### src/rtl/xcvr_hs_ctrl.sv
module xcvr_hs_ctrl (
  input  logic clk,
  input  logic rst,
  input  logic bus_rd,
  input  logic bus_wr,
  input  logic dev_ack,
  output logic dev_stb,
  output logic xcvr_en,
  output logic bus_ack,
  output logic proto_err
);

  logic [2:0] meta_q, sync_q;
  logic rd_s, wr_s, ack_s;
  logic hold_q;
  logic hold_n, stb_n, en_n, back_n, err_n;

  assign rd_s  = sync_q[2];
  assign wr_s  = sync_q[1];
  assign ack_s = sync_q[0];

  always_ff @(posedge clk) begin
    if (rst) begin
      meta_q <= '0;
      sync_q <= '0;
    end else begin
      meta_q <= {bus_rd, bus_wr, dev_ack};
      sync_q <= meta_q;
    end
  end

  always_comb begin
    hold_n = 1'b0;
    stb_n  = 1'b0;
    en_n   = 1'b0;
    back_n = 1'b0;
    if (rd_s) begin
      hold_n = hold_q | ~ack_s;
      en_n   = ack_s & hold_q;
      stb_n  = xcvr_en | hold_q;
      back_n = xcvr_en;
    end else if (wr_s) begin
      stb_n  = 1'b1;
      en_n   = ~ack_s;
      back_n = ack_s;
    end
  end

  assign err_n = rd_s & wr_s;

  always_ff @(posedge clk) begin
    if (rst) begin
      hold_q    <= 1'b0;
      dev_stb   <= 1'b0;
      xcvr_en   <= 1'b0;
      bus_ack   <= 1'b0;
      proto_err <= 1'b0;
    end else begin
      hold_q    <= hold_n;
      dev_stb   <= stb_n;
      xcvr_en   <= en_n;
      bus_ack   <= back_n;
      proto_err <= err_n;
    end
  end

  p_reset_clear_r8: assert property (@(posedge clk)
    rst |=> !dev_stb && !xcvr_en && !bus_ack && !proto_err && !hold_q);

  p_no_en_without_ack_r2: assert property (@(posedge clk) disable iff (rst)
    rd_s && !ack_s |=> !xcvr_en);

  p_ack_after_en_r3: assert property (@(posedge clk) disable iff (rst)
    rd_s && xcvr_en |=> bus_ack);

  p_idle_low_r5: assert property (@(posedge clk) disable iff (rst)
    !rd_s && !wr_s |=> !dev_stb && !xcvr_en && !bus_ack && !hold_q);

  p_hold_keeps_r4: assert property (@(posedge clk) disable iff (rst)
    rd_s && hold_q |=> hold_q && dev_stb);

  p_wr_close_r6: assert property (@(posedge clk) disable iff (rst)
    wr_s && !rd_s && ack_s |=> !xcvr_en && bus_ack && dev_stb);

  p_both_flag_r7: assert property (@(posedge clk) disable iff (rst)
    rd_s && wr_s |=> proto_err);

endmodule

### config.mk
export PLATFORM = sky130hd
export DESIGN_NAME = xcvr_hs_ctrl
export DESIGN_NICKNAME = d
export VERILOG_FILES = /design/src/rtl/xcvr_hs_ctrl.sv
export SDC_FILE = /design/constraint.sdc
export NUM_CORES = 1
export LEC_CHECK = 0
export CAP_MARGIN = 30
export CORE_AREA = 2 2 39 41
export DETAILED_ROUTE_END_ITERATION = 8
export DIE_AREA = 0 0 41 43
export REMOVE_ABC_BUFFERS = 1
export SLEW_MARGIN = 20
export SYNTH_ARGS = -nofsm -noshare
export SYNTH_HDL_FRONTEND = slang
export SYNTH_SLANG_ARGS = --single-unit
### constraint.sdc
create_clock -name clk -period 1.05 [get_ports clk]
set_clock_uncertainty 0.05 [all_clocks]
set_input_delay 0.21 -clock clk [delete_from_list [all_inputs] [get_ports clk]]
set_output_delay 0.21 -clock clk [all_outputs]
set_load 0.05 [all_outputs]
==> results.toml, run 1 <==
[power_and_ir_drop]
powerDensity_nw_per_um2 = 1480
power_uw = 784
p_leak_nw = 0.207
ir_drop_uv = 452

[worst_setup_path]
path_delay_family = "flip-flops"
required_ns = 0.79
arrival_ns = 0.76
cp_num_buf_inv = 1
max_stage_delay_ns = 0.35
critPathKind = "flip-flop to output pin"
path_cells = "buf_12"
setup.worst_path.start_class = "flip-flop"
crit_fanout = 3
crit_slowest_cell = "dfxtp_4"
cp-end-kind = "output pin"
rrSetupSlack_ns = 0.09

[global_routing]
antenna_found_initial = 0
grt_use_total_pct = 7.37
grt_pass1_wl_um = 834
grt_max_degree = 8
grt_pass1_vias = 233
grt_overflow = 0

[route]
wl_um = 484
drc_errors = 0
post_drt_via_cell_ratio = 4.08
wl_per_cell_um = 8.07
dr.pass1.iters = 1
drt_iter0_drc = 0
antenna_left = 0
num_vias = 245

[place]
port_buffers = 8
dpl_cell_area_sq_um = 498
dp.final_hpwl_um = 380
gp_congestion = 0.662

[die]
start_util_pct = 24.5
num_io_pins = 9
core_area_sq_um = 1380
dieArea_sq_um = 1760
die_h_um = 43
rows = 14
fp.dieW_um = 41

[yosys]
synthCells = 30
yosys_warnings = 0
synth_top_area_share_pct = 64.9
ys_seq_elements = 11
ys_seq_area_share_pct = 64.9
synth_top_cell_by_area = "dfxtp_1"
avgSynthCellArea_sq_um = 11.3
synth_area_leaders = "dfxtp_1 65%, nor2b_1 13%, nor3b_2 3.7%"
synth_cell_type_count = 12
synth_area_sq_um = 339

[layout]
nets = 50
antenna_cells = 0
drive_above_1_share_pct = 31.8
fin_area_sq_um = 531
final_util_pct = 38.3
fillers = 139
area_delta_synth_final_pct = 56.5

[clocking]
clkTransAtPathRegs_ns = 0.06
root_buffer = "clkbuf_4"
clock_latency_ns = 0.26
htreeDepth = 1
clock_sinks = 11
cts-buffers-inserted = 3
hold_buffers = 0
cts_buffer_depth = 2
cts_tree = "yes"

[worst_hold_path]
hold_path_class = "flip-flop to flip-flop"

[timing]
fin_crit_ns = 1.02
finalCritPeriodShare_pct = 96.8
slew_viol_final = 0
max_freq_ghz = 0.984
rsz0062_at_grt = "no"
max_slew_margin_pct = 88.9
hold_violations = 0
tightest_slew_ns = 0.166
setup_viol = 0

[job]
cap_violations = 0

[status]
outcome = "finished, final reports clean"
## per-layer routing
metal / global-route usage [%] / wire length (um) / vias up
met5: 0 / 0 / -
met4: 6.00 / 0 / 0
met3: 3.66 / 52 / 0
met2: 10.6 / 243 / 9
met1: 7.52 / 189 / 109
li1: - / - / 127
## cell usage after synthesis (all sizes together)
master	number
nor2	2
clkbuf	1
or3b	1
nand3b	1
a21oi	2
nand3	1
nor3b	1
dfxtp	11
nand2	1
and3b	1
nor2b	7
a211oi	1
## power breakdown
part	switching, mW	internal (mW)	total (mW)
sequential	0.00767	0.430	0.438
clock	0.129	0.147	0.276
combinational	0.0275	0.0426	0.0701
total	0.164	0.620	0.784
## sequential cells by signal, indices dropped and copies added (netlist names)
name,count
xcvr_en,1
bus_ack,1
dev_stb,1
sync_q,3
proto_err,1
hold_q,1
meta_q,3
## through the flow
| step | std cells | setup TNS, ns | hold slack, ns | setup WS, ns |
|---|---|---|---|---|
| final | 60 | 0 | 0.388 | 0.0336 |
| after global routing | 60 | 0 | 0.413 | 0.00476 |
| after CTS | 60 | 0 | 0.393 | 0.0119 |
| after detailed placement | 56 | -0.417 | 0.377 | -0.0927 |
| after global placement | 56 | -0.330 | 0.366 | -0.0598 |
| after floorplan | 29 | -0.0137 | 0.229 | -0.0137 |
## path summary, 6_finish.rpt
kind / from / end / cells past startpoint
max: xcvr_en / xcvr_en / 1
max reg2reg: sync_q[1] / xcvr_en / 2
min reg2reg: meta_q[2] / sync_q[2] / 1
min: meta_q[2] / sync_q[2] / 1
## cell type report
class	instances	area, sq um	share of cell area (%)
clock buffer	4	26.3	4.95
tap	16	20.0	3.77
multi-input combinational	18	115	21.7
timing repair buffer	11	143	26.9
sequential	11	226	42.7
## logic make-up (layout without fill, tap and decap cells)
| logic type | Yosys count | in the layout | synth area share (%) |
|---|---|---|---|
| buf+inv | 1 | 15 | 1.11 |
| simple gates | 15 | 15 | 28.8 |
| flops | 11 | 11 | 64.9 |
| compound gates | 3 | 3 | 5.17 |
## what timing repair did
item                                    in CTS  in global routing
endpoints found under the setup margin       1                  3
gates resized for setup                      1                  3
setup buffers                                0                  0
## placed cells by master, fill, tap and decap left out, drive strengths merged
master	instances
dfxtp	11
nor2b	7
buf	7
clkdlybuf4s50	4
clkbuf	4
a21oi	2
nor2	2
nand2	1
nand3b	1
and3b	1
nor3b	1
a211oi	1
nand3	1
or3b	1
Note: power is estimated with default switching activity, not from simulation.
==> inputs of run 2 (changes only) <==
--- a/config.mk
+++ b/config.mk
@@ -7,9 +7,11 @@
 export LEC_CHECK = 0
 export CAP_MARGIN = 30
 export CORE_AREA = 2 2 39 41
+export CTS_CLUSTER_SIZE = 14
 export DETAILED_ROUTE_END_ITERATION = 8
 export DIE_AREA = 0 0 41 43
 export REMOVE_ABC_BUFFERS = 1
+export SKIP_CTS_REPAIR_TIMING = 1
 export SLEW_MARGIN = 20
 export SYNTH_ARGS = -nofsm -noshare
 export SYNTH_HDL_FRONTEND = slang
==> results of run 2 <==
The final DEF is identical to that of run 1; final timing and power are the same.
